### config.mk
export PLATFORM = sky130hd
export DESIGN_NAME = dcb_frame_encoder
export DESIGN_NICKNAME = d
export VERILOG_FILES = /design/src/rtl/dcb_pkg.sv /design/src/rtl/dcb_word_coder.sv /design/src/rtl/dcb_frame_shifter.sv /design/src/rtl/dcb_disparity_tracker.sv /design/src/rtl/dcb_frame_encoder.sv
export SDC_FILE = /design/constraint.sdc
export NUM_CORES = 1
export LEC_CHECK = 0
export ABC_AREA = 1
export BUFFER_PORTS_ARGS = -buffer_cell sky130_fd_sc_hd__clkbuf_2
export CORE_MARGIN = 4
export CORE_UTILIZATION = 38
export DETAILED_ROUTE_END_ITERATION = 6
export GPL_TIMING_DRIVEN = 0
export PLACE_DENSITY = 0.63
export SYNTH_ARGS = -nofsm -noshare
export SYNTH_HDL_FRONTEND = slang
export SYNTH_HIERARCHICAL = 1
export SYNTH_SLANG_ARGS = --single-unit
export TNS_END_PERCENT = 50
### constraint.sdc
create_clock -name clk -period 9.7 [get_ports clk]
set_input_delay 0.485 -clock clk [delete_from_list [all_inputs] [get_ports clk]]
set_output_delay 0.485 -clock clk [all_outputs]
set_load 0.005 [all_outputs]
### src/rtl/dcb_pkg.sv
package dcb_pkg;

  // Flag pair appended after the data bits (first-sent bit is the MSB).
  localparam logic [1:0] FLAG_TRUE = 2'b10;
  localparam logic [1:0] FLAG_INV  = 2'b01;

  // Ones-minus-zeros count of the low n bits of a vector.
  function automatic int bit_balance(input logic [31:0] bits, input int n);
    int s;
    s = 0;
    for (int i = 0; i < 32; i++) begin
      if (i < n) s += bits[i] ? 1 : -1;
    end
    return s;
  endfunction

  // Inversion rule: running count and word count nonzero with equal sign.
  function automatic logic pick_invert(input int run_sum, input int word_sum);
    return (run_sum > 0 && word_sum > 0) || (run_sum < 0 && word_sum < 0);
  endfunction

endpackage

### src/rtl/dcb_word_coder.sv
module dcb_word_coder #(
  parameter int DATA_W = 7,
  parameter int SUM_W  = 6
) (
  input  logic [DATA_W-1:0]       word,
  input  logic signed [SUM_W-1:0] run_sum,
  input  logic                    bal,
  output logic [DATA_W+1:0]       frame
);
  import dcb_pkg::*;

  int   word_sum;
  logic invert;

  always_comb begin
    word_sum = bit_balance(32'(word), DATA_W);
    invert   = bal && pick_invert(int'(run_sum), word_sum);
    if (invert)   frame = {~word, FLAG_INV};
    else if (bal) frame = {word, FLAG_TRUE};
    else          frame = {word, 2'b00};
  end

endmodule

### src/rtl/dcb_frame_shifter.sv
module dcb_frame_shifter #(
  parameter int DATA_W = 7
) (
  input  logic              clk,
  input  logic              rst_n,
  input  logic [DATA_W+1:0] frame,
  input  logic              bal_en,
  output logic              ser_bit,
  output logic              frame_start,
  output logic              boundary,
  output logic              live,
  output logic              frame_bal
);
  localparam int FRAME_W = DATA_W + 2;
  localparam int IDX_W   = $clog2(FRAME_W);

  logic [FRAME_W-1:0] sr_q;
  logic [IDX_W-1:0]   idx_q;
  logic [IDX_W-1:0]   last_idx;
  logic               live_q;
  logic               bal_q;

  assign last_idx = bal_q ? IDX_W'(FRAME_W - 1) : IDX_W'(DATA_W - 1);
  assign boundary = !live_q || (idx_q == last_idx);

  always_ff @(posedge clk or negedge rst_n) begin
    if (!rst_n) begin
      sr_q   <= '0;
      idx_q  <= '0;
      live_q <= 1'b0;
      bal_q  <= 1'b1;
    end else if (boundary) begin
      sr_q   <= frame;
      idx_q  <= '0;
      live_q <= 1'b1;
      bal_q  <= bal_en;
    end else begin
      sr_q   <= {sr_q[FRAME_W-2:0], 1'b0};
      idx_q  <= idx_q + 1'b1;
    end
  end

  assign ser_bit     = sr_q[FRAME_W-1];
  assign frame_start = live_q && (idx_q == '0);
  assign live        = live_q;
  assign frame_bal   = bal_q;

endmodule

### src/rtl/dcb_disparity_tracker.sv
module dcb_disparity_tracker #(
  parameter int SUM_W = 6
) (
  input  logic                    clk,
  input  logic                    rst_n,
  input  logic                    ser_bit,
  input  logic                    live,
  input  logic                    frame_bal,
  input  logic                    boundary,
  input  logic                    next_bal,
  output logic signed [SUM_W-1:0] sum_q,
  output logic signed [SUM_W-1:0] boundary_sum
);
  logic signed [SUM_W-1:0] step;

  always_comb begin
    if (live && frame_bal) step = ser_bit ? SUM_W'(1) : SUM_W'(-1);
    else                   step = '0;
    boundary_sum = sum_q + step;
  end

  always_ff @(posedge clk or negedge rst_n) begin
    if (!rst_n)        sum_q <= '0;
    else if (boundary) sum_q <= next_bal ? boundary_sum : '0;
    else               sum_q <= frame_bal ? boundary_sum : '0;
  end

endmodule

### src/rtl/dcb_frame_encoder.sv
module dcb_frame_encoder #(
  parameter int DATA_W = 7,
  parameter int SUM_W  = 6
) (
  input  logic                    clk,
  input  logic                    rst_n,
  input  logic [DATA_W-1:0]       word_in,
  input  logic                    word_load,
  input  logic                    bal_en,
  output logic                    ser_bit,
  output logic                    frame_start,
  output logic signed [SUM_W-1:0] disparity
);
  logic [DATA_W-1:0]       hold_q;
  logic [DATA_W+1:0]       next_frame;
  logic                    boundary;
  logic                    live;
  logic                    frame_bal;
  logic signed [SUM_W-1:0] boundary_sum;

  always_ff @(posedge clk or negedge rst_n) begin
    if (!rst_n)         hold_q <= '0;
    else if (word_load) hold_q <= word_in;
  end

  dcb_word_coder #(.DATA_W(DATA_W), .SUM_W(SUM_W)) u_coder (
    .word    (hold_q),
    .run_sum (boundary_sum),
    .bal     (bal_en),
    .frame   (next_frame)
  );

  dcb_frame_shifter #(.DATA_W(DATA_W)) u_shifter (
    .clk         (clk),
    .rst_n       (rst_n),
    .frame       (next_frame),
    .bal_en      (bal_en),
    .ser_bit     (ser_bit),
    .frame_start (frame_start),
    .boundary    (boundary),
    .live        (live),
    .frame_bal   (frame_bal)
  );

  dcb_disparity_tracker #(.SUM_W(SUM_W)) u_tracker (
    .clk          (clk),
    .rst_n        (rst_n),
    .ser_bit      (ser_bit),
    .live         (live),
    .frame_bal    (frame_bal),
    .boundary     (boundary),
    .next_bal     (bal_en),
    .sum_q        (disparity),
    .boundary_sum (boundary_sum)
  );

endmodule

# Word-level counts from Yosys, hierarchy flattened
# Index checks and enable logic that the tools add are counted.
[op_classes] n_addsub=8 n_mul=0 n_div=0 magnitude_cmp=4 eq_ne=1 shifts=0 mux=17 bitwise_logic=1 reduce_logical=9
[op_table] op="$mux 32" n=7
[op_table] op="$add 32x32->32" n=6
[op_table] op="$gt 32x1->1 const B" n=1
[op_table] op="$lt 32x1->1 const B" n=1
[op_table] op="$mux 6" n=5
[op_table] op="$mux 9" n=2
[op_table] op="$mux 4" n=2
[op_table] op="$not 7->7" n=1
[op_table] op="$add 6x6->6" n=1
[op_table] op="$gt 6x1->1 const B" n=1
[op_table] op="$lt 6x1->1 const B" n=1
[op_table] op="$logic_and 1x1->1" n=5
[op_table] op="$add 4x1->4 const B" n=1
[op_table] op="$eq 4x4->1" n=1
[op_table] op="$logic_not 4->1" n=1
[op_table] op="$logic_or 1x1->1" n=2
[op_table] op="$mux 2" n=1
[op_table] op="$logic_not 1->1" n=1
[word_totals] register_bits=28 latchBits=0 ram_bits=0 rom_bits=0 mem_count=0

# Logic depth before layout (Yosys ltp)
# Gate-level depths: netlist of the first run.
[logic_depth] ltp_word=13 mapped_depth=22 ltp_nobuf=22

# Modules after synthesis
# Netlist of the first run, hierarchy kept.
[modules_own_cells] module="dcb_word_coder" n_inst=1 cells_each=118 area_each_um2=858.3 seq_area_each_um2=0.0
[modules_own_cells] module="dcb_frame_shifter" n_inst=1 cells_each=68 area_each_um2=658.1 seq_area_each_um2=376.6
[modules_own_cells] module="dcb_disparity_tracker" n_inst=1 cells_each=71 area_each_um2=524.3 seq_area_each_um2=150.1
[modules_own_cells] module="dcb_frame_encoder" n_inst=1 cells_each=30 area_each_um2=269.0 seq_area_each_um2=175.2

# Worst setup path before layout of the first run
# Ideal clock, no wire load.
[synth_timing] kind="reg-to-reg" startpoint="reg hold_q[0]" endpoint="reg u_shifter.sr_q[0]" setup_ns=0.131 arrival_time_ns=3.847 setup_slack_ns=5.722 path_stages_with_launch=21 period_less_slack_ns=3.978 cell_sequence="dfrtp_1 > inv_1 > fa_1 > inv_1 > fa_1 > inv_1 > fa_1 > inv_1 > fa_1 > inv_1 > ha_1 > a21oi_1 > nor2_1 > nor2_1 > nand2_2 > nand2_2 > nand2_4 > nand3_4 > inv_1 > buf_4 > a21boi_2"
[synth_via] elab_chain_cells=13 word_cells_on_any_way=15 cone_classes="add/sub: 6; order compare: 2; mux: 3; reduce/logical: 4"
[synth_rtl] item="from (decl)" line_no="dcb_frame_encoder.sv:14" source="logic [DATA_W-1:0] hold_q;"
[synth_rtl] item="from (signal assigned)" line_no="dcb_frame_encoder.sv:23" source="else if (word_load) hold_q <= word_in;"
[synth_rtl] item="$mux 32 *" line_no="dcb_pkg.sv:12" source="if (i < n) s += bits[i] ? 1 : -1;"
[synth_rtl] item="$add 32x32->32 * (6 in series)" line_no="dcb_pkg.sv:12"
[synth_rtl] item="$gt 32x1->1 or $lt 32x1->1 (tied branches)" line_no="dcb_pkg.sv:19" source="return (run_sum > 0 && word_sum > 0) || (run_sum < 0 && word_sum < 0);"
[synth_rtl] item="$logic_and 1x1->1" line_no="dcb_pkg.sv:19"
[synth_rtl] item="$logic_or 1x1->1 *" line_no="dcb_pkg.sv:19"
[synth_rtl] item="$logic_and 1x1->1 *" line_no="dcb_word_coder.sv:17" source="invert = bal && pick_invert(int'(run_sum), word_sum);"
[synth_rtl] item="net u_coder.invert" line_no="dcb_word_coder.sv:13" source="logic invert;"
[synth_rtl] item="$mux 9 *" line_no="dcb_word_coder.sv:18" source="if (invert) frame = {~word, FLAG_INV};"
[synth_rtl] item="net next_frame[0]" line_no="dcb_frame_encoder.sv:15" source="logic [DATA_W+1:0] next_frame;"
[synth_rtl] item="$mux 9 *" line_no="dcb_frame_shifter.sv:32" source="end else if (boundary) begin"
[synth_rtl] item="to (signal assigned)" line_no="dcb_frame_shifter.sv:33" source="sr_q <= frame;"
[synth_rtl] item="to (signal assigned)" line_no="dcb_frame_shifter.sv:38" source="sr_q <= {sr_q[FRAME_W-2:0], 1'b0};"
[synth_rtl] item="to (decl)" line_no="dcb_frame_shifter.sv:17" source="logic [FRAME_W-1:0] sr_q;"
# The timed path passes the listed nets; every way through them passes the cells marked *.
# A chain may end at the register's enable or synchronous reset.

# Worst setup path after layout of the first run
# Ends and elaborated chain as after synthesis.

==> results of run 1 <==
-- cells in the mapped netlist, types with 3 or more instances --
library cell and n:
inv_2 4, nor2_1 18, nand2_2 10, xor2_1 3, nand4_1 8, nand3_1 14
nor2_2 3, nand3_2 3, fa_1 12, nand2_4 3, o21ai_0 4, nand3_4 4
dfrtp_1 27, inv_1 52, buf_4 3, ha_1 18, nand2_1 79
-- path summary, 6_finish.rpt --
kind	from	to	slack, ns	cells past startpoint
min reg2reg	u_shifter/sr_q[2]	u_shifter/sr_q[3]	0.48	2
max in group asynchronous	rst_n	u_shifter/idx_q[2]	9.01	1
min in group clk	word_in[3]	hold_q[3]	0.41	3
max reg2reg	hold_q[0]	u_shifter/sr_q[0]	5.48	18
min	rst_n	u_shifter/sr_q[1]	0.24	1
max	hold_q[0]	u_shifter/sr_q[0]	5.48	18
-- routing by layer --
| layer | part of all wire (%) | vias to the layer above | GRT usage [%] | wire [um] |
|---|---|---|---|---|
| met4 | 0.65 | 0 | 3.17 | 25 |
| met5 | 0 | - | 0 | 0 |
| met3 | 4.3 | 4 | 2.79 | 167 |
| met2 | 48 | 26 | 20.0 | 1860 |
| met1 | 47 | 819 | 15.0 | 1790 |
| li1 | - | 913 | - | - |
-- cell families (layout without fill, tap and decap cells) --
kind of cell,count (synthesis),count (layout),share of synthesized area [%]
fa+ha+maj,30,30,20.2
other cells,1,1,0.162
flops,28,28,30.4
simple gates,147,147,31.9
mux,1,1,0.433
buf+inv,64,85,11.8
compound gates,11,11,3.25
xor+xnor,5,5,1.90
-- area by class of cell --
type                       instances  area (um2)
clock buffer                       4        55.1
inverter                          58         220
buffer                             6        52.6
tap                               75        93.8
timing repair buffer              17        85.1
multi-input combinational        195        1340
fill                             589        3380
sequential                        28         702
-- state kept, by name (all words and copies together), names as in the netlist --
signal               flops
hold_q                   7
u_shifter/frame_bal      1
u_shifter/idx_q          4
u_shifter/live           1
u_shifter/sr_q           9
u_tracker/sum_q          6
-- worst max-delay path: stages (launching register included) --
cell and delay [ns]:
dfrtp_1 0.40, inv_1 0.11, fa_1 0.54, fa_1 0.61
inv_1 0.07, fa_1 0.63, xor2_1 0.18, ha_1 0.27
ha_1 0.31, nand2_1 0.07, nand3_1 0.08, nor2_1 0.13
nand2_2 0.10, nand2_2 0.08, nand2_4 0.09, nand3_4 0.11
inv_1 0.06, buf_4 0.12, a21boi_2 0.14
-- power by group --
group / switching (W) / internal (W) / total [W]
clock network: 0.0000353 / 0.0000363 / 0.0000717
logic: 0.000355 / 0.000238 / 0.000593
registers: 0.0000153 / 0.000143 / 0.000158
total: 0.000406 / 0.000417 / 0.000823
-- per-stage QoR --
stage / hold WS [ns] / power [W]
after floorplan: 0.189 / 0.000655
final: 0.242 / 0.000823
after global routing: 0.286 / 0.000946
after global placement: 0.463 / 0.000748
after detailed placement: 0.467 / 0.000761
after CTS: 0.259 / 0.000837
==> results.cfg, run 1 <==
[run_status]
outcome = complete, no violations

[global_routing]
grt_pass1_vias = 1690
grt_pass1_wl_um = 7200
antenna_found_initial = 0
grt-ovfl-total = 0
grt_max_degree = 29
grt_usage_pct = 11.8

[sta]
worst_pin_slew_ns = 0.703
fin_tns_setup_ns = 0
setup_violations = 0
fmax_mhz = 237
timing.final.ws_setup_ns = 5.48
min_period_ns = 4.22
hold_viol = 0
slew_violations = 0
relSlewSlack_pct = 53.2
finalCritPeriodShare_pct = 43.5
fin_skew_ns = 0.00165
rsz0062_at_grt = no

[cts]
cts_root_buffer = clkbuf_8
cts_tree = yes
htreeDepth = 1
path_clk_slew_ns = 0.09
cts_setup_buffers = 0
clock-sinks = 28
cts_hold_buf = 0
clkLatencyLatePin_ns = 0.27
cts_buffers = 3
cts_resized = 0
clockBufferDepth = 2

[yosys]
synth_top_area_share_pct = 29.3
ys.flop_type = dfrtp_1
synthesis.area_um2 = 2310
synth_nets = 328
yosysSeqAreaShare_pct = 30.4
synth_edf_count = 0
syn_inst = 287
synth_top_area_cell = dfrtp_1
yosysWarningCount = 6
synth_seq_cells = 28
synthDistinctLibCells = 36
async_flop_share_pct = 100
synthTopCellsByArea = dfrtp_1, nand2_1, fa_1
avgSynthCellArea_um2 = 8.05

[routing]
drt_iter0_markers = 87
via_per_inst = 4.60
drt-total-wl_um = 3840
vias = 1762
drc = 0
drtAntennaViolNets = 0
drtPass1Iterations = 4
wl_per_cell_um = 10.0

[floorplanning]
die_w_um = 86.0
dieArea_um2 = 7390
initial_utilization_pct = 39.0
dieHeight_um = 86.0
rows = 28
io_pins = 19
core_region_area_um2 = 5920

[placement]
port_buffers = 17
dp.cells = 379
finalWeightedCongestion = 0.804
place_area_um2 = 2490
dp_hpwl_um = 3110
place_ws_ns = 5.43

[pwr]
irDropWorstVdd_mv = 0.156
p_per_area_nw_per_um2 = 324
p_leak_nw = 1.44

[worst_setup_path]
worstPathRequired_ns = 9.85
worstPathMaxFanout = 9
end_kind = flop
startpoint_type = flop
cp.arrival_ns = 4.38
worst-setup-path-type = flop to flop

[cells_and_area]
final_core_util_pct = 43.0
syn2layout_area_growth_pct = 10.1
insertedDiodeCount = 0
fin_area_um2 = 2540
nets = 350
fin_cells = 383
drive_gt1_share_pct = 19.5
final_cell_mix = nand2_1, inv_1, dfrtp_1
final_common_cell = nand2_1

[flow_run]
drv_cap = 0

[min_path]
hold_class = primary input to asynchronous set/reset pin
No activity file was read; power rests on OpenSTA's default activity.
==> run 2, diff against run 1 <==
==> constraint.sdc (replaced) <==
create_clock -name clk -period 4.1 [get_ports clk]
set_input_delay 0.205 -clock clk [delete_from_list [all_inputs] [get_ports clk]]
set_output_delay 0.205 -clock clk [all_outputs]
set_load 0.005 [all_outputs]
==> run 2 against run 1 <==
Compared with the run above:
- wire length increased by 7.3%
- setup slack got worse by 5.3 ns
- total power increased to 2.9 times the previous value
- critical path type unchanged
==> results.cfg, run 2 (synthesis gave the netlist of run 1 again) <==
[worst_setup_path]
cp_num_buf_inv = 4
worst-r2r-setup-slack_ns = 0.18
slowest_delay_ns = 0.61
r2r-end = u_shifter/sr_q[2]
rr_startpoint = hold_q[5]
crit_family = adder cells
end_kind = flop
critPathMostFrequentCell = nand2_1
reg2regPathDepth = 19
worst-setup-path-type = flop to flop
crit_chain = inv_4 -> fa_2 -> fa_2 -> fa_1 -> inv_1 -> fa_1 -> inv_1 -> ha_4 -> a21oi_2 -> nor2_2 -> nor2_2 -> nand2_2 -> nand2_2 -> nand2_4 -> buf_4 -> nand4_1 -> nand2_1 -> nand2_1 -> nand2_1
worstPathRequired_ns = 4.27
startpoint_type = flop
critPathSlowestCell = fa_2
worstPathMaxFanout = 4
cp.arrival_ns = 4.09

[run_status]
outcome = complete, no violations

[global_routing]
grt_pass1_vias = 1712
grt_max_degree = 29
grt_pass1_wl_um = 7270
grt_usage_pct = 11.9
grt-ovfl-total = 0
antenna_found_initial = 0

[cts]
htreeDepth = 1
path_clk_slew_ns = 0.09
cts_buffers = 3
clkLatencyLatePin_ns = 0.27
clockBufferDepth = 2
cts_root_buffer = clkbuf_8
cts_tree = yes
clock-sinks = 28

[routing]
drt_iter0_markers = 100
drtPass1Iterations = 4
vias = 1804
drc = 0
drtAntennaViolNets = 0
drt-total-wl_um = 4120
via_per_inst = 4.58
wl_per_cell_um = 10.5

[pwr]
p_per_area_nw_per_um2 = 889
p_leak_nw = 1.49
irDropWorstVdd_mv = 0.383

[floorplanning]
die_w_um = 86.0
io_pins = 19
dieArea_um2 = 7390
core_region_area_um2 = 5920
dieHeight_um = 86.0
initial_utilization_pct = 39.0
rows = 28

[placement]
dp.cells = 379
dp_hpwl_um = 3110
port_buffers = 17
finalWeightedCongestion = 0.804
place_ws_ns = -0.166

[sta]
fin_skew_ns = 0.00209
hold_viol = 0
min_period_ns = 3.92
setup_violations = 0
slew_violations = 0
worst_pin_slew_ns = 0.702
fin_tns_setup_ns = 0
fmax_mhz = 255
timing.final.ws_setup_ns = 0.179
relSlewSlack_pct = 53.2
rsz0062_at_grt = yes
finalCritPeriodShare_pct = 95.6

[cells_and_area]
syn2layout_area_growth_pct = 18.1
nets = 361
final_cell_mix = nand2_1, inv_1, dfrtp_1
final_common_cell = nand2_1
final_core_util_pct = 46.1
drive_gt1_share_pct = 30.7
top_register = u_shifter/sr_q
top_regs = u_shifter/sr_q: 9 flops, hold_q: 7 flops, u_tracker/sum_q: 6 flops
fin_cells = 394
largest_register_ffs = 9
insertedDiodeCount = 0

[min_path]
min_to = hold_q[3]
worstHoldStart = word_in[3]
hold_class = primary input to flop
hold_depth = 3

[flow_run]
drv_cap = 0
## run 2: cell count changes in the layout (fill, tap and decap cells not counted), sizes merged
| cell | before | now |
|---|---|---|
| buf | 6 | 16 |
| dlygate4sd3 | 0 | 1 |
## run 2: how the worst max path moves through the flow
stage                     startpoint           endpoint  slack, ns  depth (start not counted)
after floorplan            hold_q[0]  u_shifter/sr_q[0]       0.12                         20
after global placement     hold_q[0]  u_shifter/sr_q[0]      -0.10                         18
after detailed placement   hold_q[0]  u_shifter/sr_q[0]      -0.17                         18
after CTS                  hold_q[5]  u_shifter/sr_q[0]      0.006                         20
after global routing       hold_q[3]  u_shifter/sr_q[3]      -0.04                         20
final                      hold_q[5]  u_shifter/sr_q[2]       0.18                         19
## run 2: what timing repair did
item | CTS | global route
hold buffers | 1 | 0
setup endpoints to repair | 9 | 9
gates cloned | 0 | 0
pin swaps | 9 | 21
setup buffers | 7 | 4
endpoints found under the hold margin | 27 | 0
resized for setup | 9 | 21
## run 2: metal layers
layer	routed length (um)	global-route usage (%)	vias to the layer above
li1	-	-	934
met1	1910	15.1	838
met2	2030	20.4	28
met3	160	2.69	4
met4	25	3.17	0
met5	0	0	-
## run 2: through the flow
stage | area, um2 | total power, W | hold WS (ns)
finish | 2730 | 0.00242 | 0.126
global route | 2730 | 0.00271 | 0.122
CTS | 2610 | 0.00209 | 0.119
detailed placement | 2490 | 0.00180 | 0.291
global placement | 2490 | 0.00177 | 0.284
floorplan | 2310 | 0.00155 | -0.0906
## run 2: area by class of cell
class | instances | area [um2]
buffer | 5 | 45.0
fill | 568 | 3190
inverter | 58 | 223
tap | 75 | 93.8
multi-input combinational | 195 | 1420
clock buffer | 4 | 55.1
timing repair buffer | 29 | 190
sequential | 28 | 703
## run 2: where the power goes
part / switching (W) / total, W / internal (W)
clock network: 0.0000831 / 0.000169 / 0.0000860
registers: 0.0000352 / 0.000373 / 0.000338
logic: 0.00102 / 0.00188 / 0.000863
total: 0.00114 / 0.00242 / 0.00129
## run 2: worst min-delay path: cells and delay by family
kind	cells	cell delay (ns)
AND/OR/NAND/NOR	2	0.09
buffers and inverters	1	0.07
==> run 3, diff against run 2 <==
--- a/config.mk
+++ b/config.mk
@@ -5,13 +5,12 @@
 export SDC_FILE = /design/constraint.sdc
 export NUM_CORES = 1
 export LEC_CHECK = 0
-export ABC_AREA = 1
 export BUFFER_PORTS_ARGS = -buffer_cell sky130_fd_sc_hd__clkbuf_2
 export CORE_MARGIN = 4
 export CORE_UTILIZATION = 38
 export DETAILED_ROUTE_END_ITERATION = 6
 export GPL_TIMING_DRIVEN = 0
-export PLACE_DENSITY = 0.63
+export PLACE_DENSITY = 0.62
 export SYNTH_ARGS = -nofsm -noshare
 export SYNTH_HDL_FRONTEND = slang
 export SYNTH_HIERARCHICAL = 1
==> run 3 against run 2 <==
Compared with the run above:
- hold slack improved by 0.023 ns
- flip-flop and latch count unchanged
- the run now ends with negative setup slack left
- via count increased by 31%
- register-to-register slack got worse by 0.45 ns
- synthesized area increased by 21%
- clock skew increased by 0.0059 ns
- wire length increased by 59%
- critical endpoint is now u_shifter/sr_q[1]
- critical path depth decreased by 3
- global-route usage increased by 3.3 points
- non-clock buffer count increased by 18
- setup slack got worse by 0.45 ns
==> results.cfg, run 3 <==
[run_status]
outcome = complete, but fails checks
violations = negative setup slack

[worst_setup_path]
crit_chain = inv_2 -> buf_4 -> fa_1 -> ha_1 -> or2_2 -> fa_1 -> inv_1 -> fa_1 -> inv_1 -> ha_1 -> nand4_1 -> o21ba_4 -> or3_4 -> and3_4 -> a22oi_2 -> nand3_1
worstPathMaxFanout = 5
worst-r2r-setup-slack_ns = -0.27
end_kind = flop
critPathMostFrequentCell = fa_1
slowest_delay_ns = 0.54
worstPathRequired_ns = 4.27
cp.arrival_ns = 4.54
rr_startpoint = hold_q[3]
critPathSlowestCell = fa_1
startpoint = hold_q[3]
worst-setup-path-type = flop to flop
startpoint_type = flop

[global_routing]
grt_max_degree = 29
grt_usage_pct = 15.2
grt_pass1_wl_um = 10900
grt_pass1_vias = 2216
antenna_found_initial = 0
grt-ovfl-total = 0

[routing]
drc = 0
drt_iter0_markers = 242
vias = 2368
drtPass1Iterations = 4
drt-total-wl_um = 6540
wl_per_cell_um = 15.3
drtAntennaViolNets = 0
via_per_inst = 5.55

[yosys]
syn_inst = 289
synthesis.area_um2 = 2800
async_flop_share_pct = 100
synth_nets = 330
synth_seq_cells = 28
yosysSeqAreaShare_pct = 25.0
synthDistinctLibCells = 61
synth_top_area_share_pct = 24.1
synth_common_cells = inv_1, dfrtp_1, nand4_1, ha_1, and3_1
synthTopCellsByArea = dfrtp_1, fa_1, ha_1
avgSynthCellArea_um2 = 9.70
yosysMostFrequentCell = inv_1
ys.flop_type = dfrtp_1
yosysWarningCount = 6
synth_top_area_cell = dfrtp_1
synth_edf_count = 0

[floorplanning]
rows = 31
io_pins = 19
core_region_area_um2 = 7210
dieHeight_um = 93.9
initial_utilization_pct = 38.8
dieArea_um2 = 8810
die_w_um = 93.9

[cts]
cts_root_buffer = clkbuf_8
clock-sinks = 28
clockBufferDepth = 2
cts_tree = yes
path_clk_slew_ns = 0.10
htreeDepth = 1
clkLatencyLatePin_ns = 0.28
cts_buffers = 3

[placement]
dp_hpwl_um = 4540
place_ws_ns = -0.520
place_area_um2 = 3020
port_buffers = 17
finalWeightedCongestion = 0.781

[sta]
holdWs_ns = 0.150
timing.final.ws_setup_ns = -0.270
finalCritPeriodShare_pct = 107
min_period_ns = 4.37
slew_violations = 0
setup_violations = 9
hold_viol = 0
rsz0062_at_grt = yes
worst_pin_slew_ns = 0.744
fin_skew_ns = 0.00802
relSlewSlack_pct = 50.4
fmax_mhz = 229

[cells_and_area]
final_core_util_pct = 45.7
syn2layout_area_growth_pct = 17.7
top_regs = u_shifter/sr_q: 9 flops, hold_q: 7 flops, u_tracker/sum_q: 6 flops
top_register = u_shifter/sr_q
largest_register_ffs = 9
insertedDiodeCount = 0
nets = 370
fin_area_um2 = 3300
final_cell_mix = inv_1, dfrtp_1, nand4_1
final_common_cell = inv_1
drive_gt1_share_pct = 31.7

[flow_run]
drv_cap = 0

[min_path]
hold_class = primary input to flop
worstHoldStart = word_in[5]
==> run 3: cell count changes after synthesis, moves of 9 or more <==
cell	before	now
nand2_1	79	3
inv_1	52	33
nand4_1	8	25
and3_1	1	16
nand2_2	10	0
o211ai_2	0	9
==> run 3: repair_timing <==
action | in CTS | in global routing
endpoints found under the hold margin | 27 | 0
pin swaps | 6 | 5
buffers inserted | 15 | 2
setup endpoints to repair | 9 | 9
resized for setup | 8 | 14
hold buffers | 1 | 0
==> run 3: kinds of logic (layout without fill, tap and decap cells) <==
group / count (synthesis) / after routing / synth area share [%]
AND/OR/NAND/NOR: 104 / 104 / 24.1
other: 1 / 1 / 0.134
multiplexers: 12 / 12 / 5.76
XOR/XNOR: 9 / 9 / 2.81
AO/OA/AOI/OAI: 54 / 54 / 16.4
buffers and inverters: 51 / 90 / 9.15
adder cells (fa/ha/maj): 30 / 30 / 16.6
flip-flops: 28 / 28 / 25.0
==> run 3: area by class of cell <==
cell class,count,area (um2)
plain buffers,17,129
clock buffers,4,55.1
fillers,713,3920
inverters,34,130
multi-input cells,210,1930
flip-flops and latches,28,703
well taps,99,124
repair buffers,35,226
==> run 3: final timing paths <==
check	end	depth (start not counted)
setup / recovery	u_shifter/sr_q[1]	16
hold / removal	hold_q[5]	2
setup reg to reg	u_shifter/sr_q[1]	16
hold reg to reg	u_shifter/sr_q[7]	2
max in group asynchronous	hold_q[5]	2
min in group asynchronous	u_shifter/sr_q[8]	2
==> run 3: worst max-delay path, delay by kind of cell, from the launching register on <==
family	cells	cell delay, ns
and+or+nand+nor	5	1.07
AOI/OAI and AO/OA	2	0.44
adders and majority gates	5	2.01
buffers and inverters	4	0.32
DFF	1	0.42
==> run 3: routing by layer <==
metal | routed length, um | track usage (%) | vias to the layer above
met3 | 360 | 1.36 | 10
met4 | 100 | 5.17 | 0
met5 | 0 | 0 | -
li1 | - | - | 1127
met2 | 3130 | 23.4 | 69
met1 | 2940 | 22.3 | 1162
==> run 3: metrics by stage <==
| stage | instances | TNS, ns |
|---|---|---|
| 6_report | 427 | -1.67 |
| 5_1_grt | 427 | -3.66 |
| 4_1_cts | 425 | -1.78 |
| 3_5_place_dp | 405 | -3.61 |
| 3_3_place_gp | 405 | -3.31 |
| 2_1_floorplan | 289 | -0.0239 |
Power of run 3 is left out: the tool's default activity adds up to more than one toggle a clock period on the data nets, which glitch-free logic cannot reach.
